--- src/rtl/fpm_pkg.sv ---
package fpm_pkg;

    parameter int EXP_W  = 8;
    parameter int FRAC_W = 23;

    localparam int WORD_W  = 1 + EXP_W + FRAC_W;
    localparam int SIG_W   = FRAC_W + 1;
    localparam int PROD_W  = 2 * SIG_W;
    localparam int EXT_W   = EXP_W + 2;
    localparam int BIAS    = (1 << (EXP_W - 1)) - 1;
    localparam int EXP_TOP = (1 << EXP_W) - 1;

    typedef struct packed {
        logic              sign;
        logic [EXP_W-1:0]  exp;
        logic [FRAC_W-1:0] frac;
    } fp_word_t;

    typedef struct packed {
        logic              sign;
        logic [EXP_W-1:0]  exp;
        logic [SIG_W-1:0]  sig;
        logic              is_zero;
    } fp_parts_t;

    typedef enum logic [1:0] {
        RES_NORMAL = 2'd0,
        RES_ZERO   = 2'd1,
        RES_OVF    = 2'd2,
        RES_UNF    = 2'd3
    } res_kind_t;

    function automatic fp_word_t make_inf(input logic s);
        fp_word_t w;
        w.sign = s;
        w.exp  = '1;
        w.frac = '0;
        return w;
    endfunction

    function automatic fp_word_t make_zero(input logic s);
        fp_word_t w;
        w.sign = s;
        w.exp  = '0;
        w.frac = '0;
        return w;
    endfunction

endpackage

--- src/rtl/fpm_unpack.sv ---
module fpm_unpack
    import fpm_pkg::*;
(
    input  fp_word_t  word_i,
    output fp_parts_t parts_o
);
    always_comb begin
        parts_o.sign    = word_i.sign;
        parts_o.exp     = word_i.exp;
        parts_o.is_zero = (word_i.exp == '0);
        parts_o.sig     = {~parts_o.is_zero, word_i.frac};
    end
endmodule

--- src/rtl/fpm_sig_mul.sv ---
module fpm_sig_mul #(
    parameter int W = 24
) (
    input  logic [W-1:0]   x_i,
    input  logic [W-1:0]   y_i,
    output logic [2*W-1:0] p_o
);
    always_comb begin
        p_o = (2*W)'(x_i) * (2*W)'(y_i);
    end
endmodule

--- src/rtl/fpm_norm_pack.sv ---
module fpm_norm_pack
    import fpm_pkg::*;
(
    input  logic              sign_i,
    input  logic [EXP_W-1:0]  exp_a_i,
    input  logic [EXP_W-1:0]  exp_b_i,
    input  logic [PROD_W-1:0] prod_i,
    input  logic              zero_i,
    output fp_word_t          word_o,
    output res_kind_t         kind_o
);
    localparam logic signed [EXT_W-1:0] BIAS_X = EXT_W'(BIAS);
    localparam logic signed [EXT_W-1:0] TOP_X  = EXT_W'(EXP_TOP);

    logic                     carry;
    logic signed [EXT_W-1:0]  exp_sum;
    logic [FRAC_W-1:0]        frac_kept;

    always_comb begin
        carry     = prod_i[PROD_W-1];
        frac_kept = carry ? prod_i[PROD_W-2 -: FRAC_W]
                          : prod_i[PROD_W-3 -: FRAC_W];
        exp_sum   = $signed({2'b00, exp_a_i}) + $signed({2'b00, exp_b_i})
                    - BIAS_X + $signed(EXT_W'(carry));

        if (zero_i)
            kind_o = RES_ZERO;
        else if (exp_sum >= TOP_X)
            kind_o = RES_OVF;
        else if (exp_sum <= 0)
            kind_o = RES_UNF;
        else
            kind_o = RES_NORMAL;

        unique case (kind_o)
            RES_OVF:    word_o = make_inf(sign_i);
            RES_ZERO,
            RES_UNF:    word_o = make_zero(sign_i);
            default: begin
                word_o.sign = sign_i;
                word_o.exp  = exp_sum[EXP_W-1:0];
                word_o.frac = frac_kept;
            end
        endcase
    end
endmodule

--- src/rtl/fp32_mul_trunc.sv ---
module fp32_mul_trunc
    import fpm_pkg::*;
(
    input  logic              clk,
    input  logic              rst,
    input  logic              valid_in,
    input  logic [WORD_W-1:0] op_a,
    input  logic [WORD_W-1:0] op_b,
    output logic              valid_out,
    output logic [WORD_W-1:0] product,
    output logic              ovf,
    output logic              unf
);
    localparam int N_OPS = 2;

    fp_word_t          words [N_OPS];
    fp_parts_t         parts [N_OPS];
    logic [PROD_W-1:0] sig_prod;
    fp_word_t          res_word;
    res_kind_t         res_kind;

    assign words[0] = fp_word_t'(op_a);
    assign words[1] = fp_word_t'(op_b);

    for (genvar g = 0; g < N_OPS; g++) begin : g_unpack
        fpm_unpack u_unpack (
            .word_i  (words[g]),
            .parts_o (parts[g])
        );
    end

    fpm_sig_mul #(.W(SIG_W)) u_mul (
        .x_i (parts[0].sig),
        .y_i (parts[1].sig),
        .p_o (sig_prod)
    );

    fpm_norm_pack u_norm (
        .sign_i  (parts[0].sign ^ parts[1].sign),
        .exp_a_i (parts[0].exp),
        .exp_b_i (parts[1].exp),
        .prod_i  (sig_prod),
        .zero_i  (parts[0].is_zero | parts[1].is_zero),
        .word_o  (res_word),
        .kind_o  (res_kind)
    );

    always_ff @(posedge clk) begin
        if (rst) begin
            valid_out <= 1'b0;
            product   <= '0;
            ovf       <= 1'b0;
            unf       <= 1'b0;
        end else begin
            valid_out <= valid_in;
            if (valid_in) begin
                product <= res_word;
                ovf     <= (res_kind == RES_OVF);
                unf     <= (res_kind == RES_UNF);
            end
        end
    end
endmodule

--- config.mk ---
export PLATFORM = sky130hd
export DESIGN_NAME = fp32_mul_trunc
export DESIGN_NICKNAME = d
export VERILOG_FILES = /design/src/rtl/fpm_pkg.sv /design/src/rtl/fpm_unpack.sv /design/src/rtl/fpm_sig_mul.sv /design/src/rtl/fpm_norm_pack.sv /design/src/rtl/fp32_mul_trunc.sv
export SDC_FILE = /design/constraint.sdc
export NUM_CORES = 1
export LEC_CHECK = 0
export BUFFER_PORTS_ARGS = -buffer_cell sky130_fd_sc_hd__buf_2
export CAP_MARGIN = 20
export CORE_ASPECT_RATIO = 2
export CORE_UTILIZATION = 55
export DETAILED_ROUTE_END_ITERATION = 8
export MAX_ROUTING_LAYER = met4
export PLACE_DENSITY = 0.7
export SLEW_MARGIN = 0
export SYNTH_ARGS = -nofsm -noshare
export SYNTH_HDL_FRONTEND = slang
export SYNTH_SLANG_ARGS = --single-unit
--- constraint.sdc ---
create_clock -name clk -period 19.2 [get_ports clk]
set_clock_uncertainty 0.15 [all_clocks]
set_input_delay 2.88 -clock clk [delete_from_list [all_inputs] [get_ports clk]]
set_output_delay 2.88 -clock clk [all_outputs]
set_load 0.01 [all_outputs]
* Word-level counts from Yosys, hierarchy flattened
Index checks and enable logic that the tools add are counted.
Cells by class: eq/ne operators 3, reductions and logical operators 3, order comparisons 2, muxes and demuxes 5, multiply operators 1, bitwise logic cells 4, $add $sub $neg 3
Operators by type and width (count):
- 31-bit one-hot mux with 2 select lines | 1
- 24-bit by 24-bit multiplier with 48-bit output | 1
- 23-bit 2-to-1 mux | 1
- 8-bit logical NOT | 2
- 10-bit by 2-bit adder with 10-bit output | 1
- 10-bit by 9-bit greater-or-equal comparator with 1-bit output (second input constant) | 1
- 10-bit by 1-bit <= comparator with 1-bit output (second input constant) | 1
- 10-bit by 8-bit subtractor with 10-bit output (second input constant) | 1
- 8-bit by 8-bit adder with 9-bit output | 1
- 2-bit 2-to-1 mux | 3
- 2-bit == test (second input constant) | 2
- 2-bit by 1-bit == test with 1-bit output (second input constant) | 1
- 1-bit inverter | 2
- 2-bit OR reduction | 1
- 1-bit bitwise OR | 1
- 1-bit bitwise XOR | 1
Word-level totals: bits in registers 35, input port bits 67, word-level logic and storage cells 25

* Logic depth before layout (Yosys ltp)
Gate-level depths: netlist of run 1.
depth after elaboration 11, mapped depth 38, mapped depth without buffers 35

* By module
From an unflattened synthesis of run 1, not the netlist that was laid out.
Unflattened totals: cell total of the unflattened synthesis 2538, area, all modules 22165.0 um^2
Modules (own cells, without submodules):
- fpm_sig_mul | times used 1, cells an instance 2181, area an instance 19038.3 um^2
- fp32_mul_trunc | times used 1, cells an instance 116, area an instance 1307.5 um^2
- fpm_norm_pack | times used 1, cells an instance 169, area an instance 1293.7 um^2
- fpm_unpack | times used 2, cells an instance 36, area an instance 262.8 um^2

* Worst setup path before layout of run 1
No wires, ideal clock.
kind input to register, from input op_a[24], to register product[22], path slack 7.727 ns, buffers on the path 2, stages on the path 35, data arrival time 11.228 ns, setup time 0.096 ns, cells stage by stage nor4_1 > nand2_1 > clkbuf_1 > and2_1 > fa_1 > fa_1 > fa_1 > inv_1 > fa_1 > fa_1 > fa_1 > inv_1 > fa_1 > ha_1 > and3_4 > and4_1 > o211ai_1 > o2111ai_2 > a31oi_4 > o211ai_4 > a31oi_4 > xnor2_4 > buf_8 > ha_1 > inv_1 > ha_1 > and2_1 > nor2_1 > mux2_2 > nor4_1 > o2111a_1 > a211oi_4 > nand4b_4 > a41o_1 > o41ai_2
On the way: word-level cells in the longest chain between the ends 11
Ends and longest elaborated chain:
- start, declared | line fp32_mul_trunc.sv:7 | input logic [WORD_W-1:0] op_a,
- 8-bit logical NOT | line fpm_unpack.sv:10 | parts_o.is_zero = (word_i.exp == '0);
- 1-bit inverter | line fpm_unpack.sv:11 | parts_o.sig = {~parts_o.is_zero, word_i.frac};
- 24-bit by 24-bit multiplier with 48-bit output | line fpm_sig_mul.sv:9 | p_o = (2*W)'(x_i) * (2*W)'(y_i);
- 10-bit by 2-bit adder with 10-bit output | line fpm_norm_pack.sv:24 | - BIAS_X + $signed(EXT_W'(carry));
- 10-bit by 1-bit <= comparator with 1-bit output | line fpm_norm_pack.sv:30 | else if (exp_sum <= 0)
- 2-bit 2-to-1 mux | line fpm_norm_pack.sv:30
- 2-bit 2-to-1 mux | line fpm_norm_pack.sv:28 | else if (exp_sum >= TOP_X)
- 2-bit 2-to-1 mux | line fpm_norm_pack.sv:26 | if (zero_i)
- 2-bit == test / 2-bit by 1-bit == test with 1-bit output (equally long branches) | line fpm_norm_pack.sv:35 | unique case (kind_o)
- 2-bit OR reduction | line fpm_norm_pack.sv:35
- 31-bit one-hot mux with 2 select lines * | line fpm_norm_pack.sv:35
- end signal, assigned | line fp32_mul_trunc.sv:57 | product <= res_word;
- end, declared | line fp32_mul_trunc.sv:10 | output logic [WORD_W-1:0] product,
Every way passes the cells marked *; elsewhere a longest branch is shown, timed or not. A chain may end at the register's enable or synchronous reset.

* Final worst setup path of run 1
Ends and elaborated chain as after synthesis.

==> flow_summary.toml, run 1 <==
[global_routing]
antenna_found_initial = 1
grt_usage = 0.362
grt_pass1_wl_um = 97000
grt_overflow = 0
first_global_vias = 18400
grt_start_max_net_pins = 28

[floorplanning]
die_w_um = 138
placementRows = 99
dieHeight_um = 274
initial_core_util = 0.557
ioPinCount = 102
die_area_sq_mm = 0.0377
coreArea_sq_mm = 0.0364

[worst_setup_path]
worst-path-buf-inv = 5
required_ps = 19240
crit_path_max_fanout = 27
worst_setup_path_end_kind = "register"
critPathSlowestCell = "fa_1"
cp.arrival_ps = 12610
start_kind = "primary input"
crit_top_cell = "fa_1"
path_class = "in2reg"
crit_family = "adder cells"
critPathMaxStageDelay_ps = 560

[clock_tree]
h-tree-depth = 2
post_cts_resized = 0
clock-sinks = 35
worstSkewPairLatency_ps = 280
clkTransAtPathRegs_ps = 60
clockBufferDepth = 2
cts_root_buf = "clkbuf_16"
ctsHoldBuffers = 0
tritoncts = "yes"
cts_setup_buffers = 0
cts_buffers = 5

[place]
place.port_buffers = 101
dpl.hpwl_um = 48500
gp_congestion = 0.967

[logic_synthesis]
yosysUniqueCellTypes = 76
synth_edf_count = 0
ys_seq_area_frac = 0.0345
synth_top_cell_by_area = "fa_1"
syn-num-nets = 3028
syn_avg_cell_area_sq_um = 8.83
synthCells = 2299
netlist_area_sq_mm = 0.0203
synthTopCellsByArea = "fa_1, ha_1, inv_1, nand2_1, and2_1"
ys_ff_latch = 35
async_flop_share = 0
synthTopCellsByCount = "inv_1, fa_1, nand2_1"
yosys.area.top_type_share = 0.476
synth_flop_cell = "dfxtp_1"
synth.most_common_cell = "inv_1"
yosys_warnings = 0

[timing]
period_minus_slack_ps = 12570
max-slew-margin-rel = 0.513
post-route-period-util = 0.655
hold_viol_final = 0
rsz0062_at_grt = "false"
final-setup-viol-count = 0
slew_violations = 0
fin_setup_tns_ps = 0
fmax_mhz = 79.6
tightest_slew_ps = 731

[job]
drv_cap = 0

[final_layout]
drive_above_1_share = 0.0647
layout.nets = 3032
syn_to_final_growth_pct = 4.05

[drt]
dr.pass1.iters = 7
detail-route-antenna-nets = 0
wl_per_cell_um = 22.3
drc = 0
drt_wl_total_um = 61500
vias = 16200
first_iter_violations = 761
viasPerCell = 5.85

[outcome]
status = "finished clean"

[min_path]
hold_class = "reg2reg"
-- state kept, by name (all words and copies together), names as in the netlist --
| register | count |
|---|---|
| unf | 1 |
| product | 32 |
| valid_out | 1 |
| ovf | 1 |
-- per-stage QoR --
step	setup WS, ps	cells	hold WS [ps]	utilization	instance area, sq um
2_1_floorplan	7730	2299	323	-	20300
3_3_place_gp	6620	2750	287	0.575	21000
3_5_place_dp	6400	2750	292	0.575	21000
4_1_cts	6710	2758	304	0.580	21100
5_1_grt	6140	2759	321	0.580	21100
6_report	6630	2759	307	0.580	21100
-- cell families (layout without fill, tap and decap cells) --
logic type               Yosys count  in the layout  synth area share
buffers and inverters            646            651             0.121
other                              0              1                 0
flip-flops                        35             35            0.0345
AO/OA/AOI/OAI                    157            157            0.0546
XOR/XNOR                          37             37            0.0173
adder cells (fa/ha/maj)          662            662             0.587
AND/OR/NAND/NOR                  737            737             0.173
multiplexers                      25             25            0.0125
-- cell usage in the layout, fill, tap and decap left out, drive strengths merged, types with 5 or more instances in the layout --
cell,instances
o31ai,5
buf,105
and3,7
nor2,40
clkbuf,6
and2,210
mux2i,23
nor2b,6
a31oi,9
o21bai,5
nand2,416
ha,180
nor4,8
nand3,6
nand4,11
o21ai,40
fa,482
a211oi,11
or2,6
nor3,8
dfxtp,35
a21oi,43
xnor2,23
a21o,9
inv,538
xor2,14
o221a,6
-- worst paths after layout --
kind | from | endpoint | slack (ps) | cells past startpoint
max | op_a[24] | product[22]$_SDFFE_PP0P_ | 6630 | 33
min | product[12]$_SDFFE_PP0P_ | product[12]$_SDFFE_PP0P_ | 310 | 2
max reg2reg | product[24]$_SDFFE_PP0P_ | product[24]$_SDFFE_PP0P_ | 18280 | 3
min reg2reg | product[12]$_SDFFE_PP0P_ | product[12]$_SDFFE_PP0P_ | 310 | 2
-- worst register-to-register path, stage by stage, from the launching register on --
cell and delay (ps):
dfxtp_1 340, inv_1 50, o221a_2 260, nor2_1 70
-- layer usage --
metal / wire length [um] / global-route usage / vias up
li1: - / - / 6805
met1: 18100 / 0.331 / 8189
met2: 32900 / 0.629 / 794
met3: 3850 / 0.0667 / 362
met4: 6560 / 0.316 / 0
met5: 0 / - / -
-- area by class of cell --
cell class,count,area (sq um)
clock inverter,2,16.3
fill,3299,15300
timing repair buffer,105,536
sequential,35,701
inverter,538,2020
antenna,1,2.50
multi-input combinational,1618,17100
clock buffer,6,139
tap,454,568
Power of run 1 is not shown: default switching activity piles up to over one toggle a cycle in this logic, so the estimate is an artifact.
==> run 2, diff against run 1 <==
Clock period 19.2 ns to 12.2 ns, I/O delays scaled along.
==> run 2 against run 1 <==
Sequential share of layout area hardly changed. Cell count is essentially flat. Global-route usage decreased by 0.095 points. Design area is essentially flat. Non-clock buffer count up 4. Highest routed layer unchanged. Critical path depth down 1. Critical path type unchanged. Wire length decreased by 0.30%. Hold slack worse by 6.4 ps.
==> flow_summary.toml, run 2 (synthesized netlist as in run 1, its figures left out) <==
[outcome]
status = "finished clean"

[timing]
fin_setup_tns_ps = 0
final-setup-viol-count = 0
period_minus_slack_ps = 11290
rsz0062_at_grt = "false"
slew_violations = 0
post-route-period-util = 0.925
max-slew-margin-rel = 0.488
hold_viol_final = 0
fmax_mhz = 88.6
tightest_slew_ps = 768

[worst_setup_path]
crit_path_max_fanout = 25
start_kind = "primary input"
crit_top_cell = "fa_1"
worst_setup_path_end_kind = "register"
required_ps = 12270
critPathMaxStageDelay_ps = 670
path_class = "in2reg"
cp.arrival_ps = 11360
critPathSlowestCell = "fa_1"

[final_layout]
final_cell_mix = "inv_1, fa_1, nand2_1"
syn_to_final_growth_pct = 4.05
fill_cells = 3278
n_antenna_cell = 0
layout.nets = 3036
largest_reg_flops = 32
drive_above_1_share = 0.0650
regMostFlops = "product"
layout_commonest_cell = "inv_1"

[clock_tree]
post_cts_resized = 0
cts_buffers = 5
clock-sinks = 35
cts_root_buf = "clkbuf_16"
tritoncts = "yes"
clkTransAtPathRegs_ps = 50
ctsHoldBuffers = 0
cts_setup_buffers = 0
h-tree-depth = 2
worstSkewPairLatency_ps = 270
clockBufferDepth = 2

[job]
drv_cap = 0

[drt]
viasPerCell = 5.88
vias = 16200
detail-route-antenna-nets = 0
first_iter_violations = 863
wl_per_cell_um = 22.2
drt_wl_total_um = 61300
drc = 0
dr.pass1.iters = 7

[floorplanning]
ioPinCount = 102
initial_core_util = 0.557
dieHeight_um = 274
die_area_sq_mm = 0.0377
placementRows = 99
coreArea_sq_mm = 0.0364
die_w_um = 138

[place]
dpl.hpwl_um = 47600
place.port_buffers = 101
gp_congestion = 0.949

[global_routing]
grt_usage = 0.362
grt_start_max_net_pins = 27
first_global_vias = 18600
grt_overflow = 0
antenna_found_initial = 0
grt_pass1_wl_um = 96800

[min_path]
hold_class = "reg2reg"
## run 2: cell count changes in the layout (fill, tap and decap cells not counted), sizes merged
cell | before | now
clkinv | 1 | 0
clkinvlp | 1 | 0
buf | 105 | 109
diode | 1 | 0
## run 2: worst max-delay path: cells and delay by family
kind,cells,cell delay (ps)
adder cells (fa/ha/maj),9,4190
AND/OR/NAND/NOR,10,2780
AO/OA/AOI/OAI,6,1340
multiplexers,2,550
buffers and inverters,4,480
XOR/XNOR,1,160
## run 2: metal layers
metal | part of all wire | routed length [um] | global-route usage
met1 | 0.30 | 18300 | 0.341
met2 | 0.52 | 32200 | 0.616
met3 | 0.066 | 4070 | 0.0617
met4 | 0.11 | 6760 | 0.322
met5 | 0 | 0 | -
## run 2: worst paths after layout
path	start	end	slack, ps	cells past startpoint
min reg2reg	product[9]$_SDFFE_PP0P_	product[9]$_SDFFE_PP0P_	300	2
min	product[9]$_SDFFE_PP0P_	product[9]$_SDFFE_PP0P_	300	2
max	op_b[30]	product[0]$_SDFFE_PP0P_	910	32
max reg2reg	product[23]$_SDFFE_PP0P_	product[23]$_SDFFE_PP0P_	11260	3
## run 2: stage by stage
stage	utilization	instance area [sq um]	worst slack (ps)	hold WS [ps]	instances
2_1_floorplan	-	20300	1780	323	2299
3_3_place_gp	0.576	21000	953	287	2754
3_5_place_dp	0.576	21000	716	293	2754
4_1_cts	0.580	21100	966	303	2760
5_1_grt	0.580	21100	520	340	2760
6_report	0.580	21100	911	300	2760
## run 2: area by class of cell
class | instances | area, sq um | area share
clock buffers | 6 | 129 | 0.00610
well taps | 454 | 568 | 0.0269
inverters | 538 | 2020 | 0.0957
repair buffers | 109 | 566 | 0.0268
multi-input cells | 1618 | 17100 | 0.811
flip-flops and latches | 35 | 701 | 0.0332
Power of run 2 is left out for the same reason.
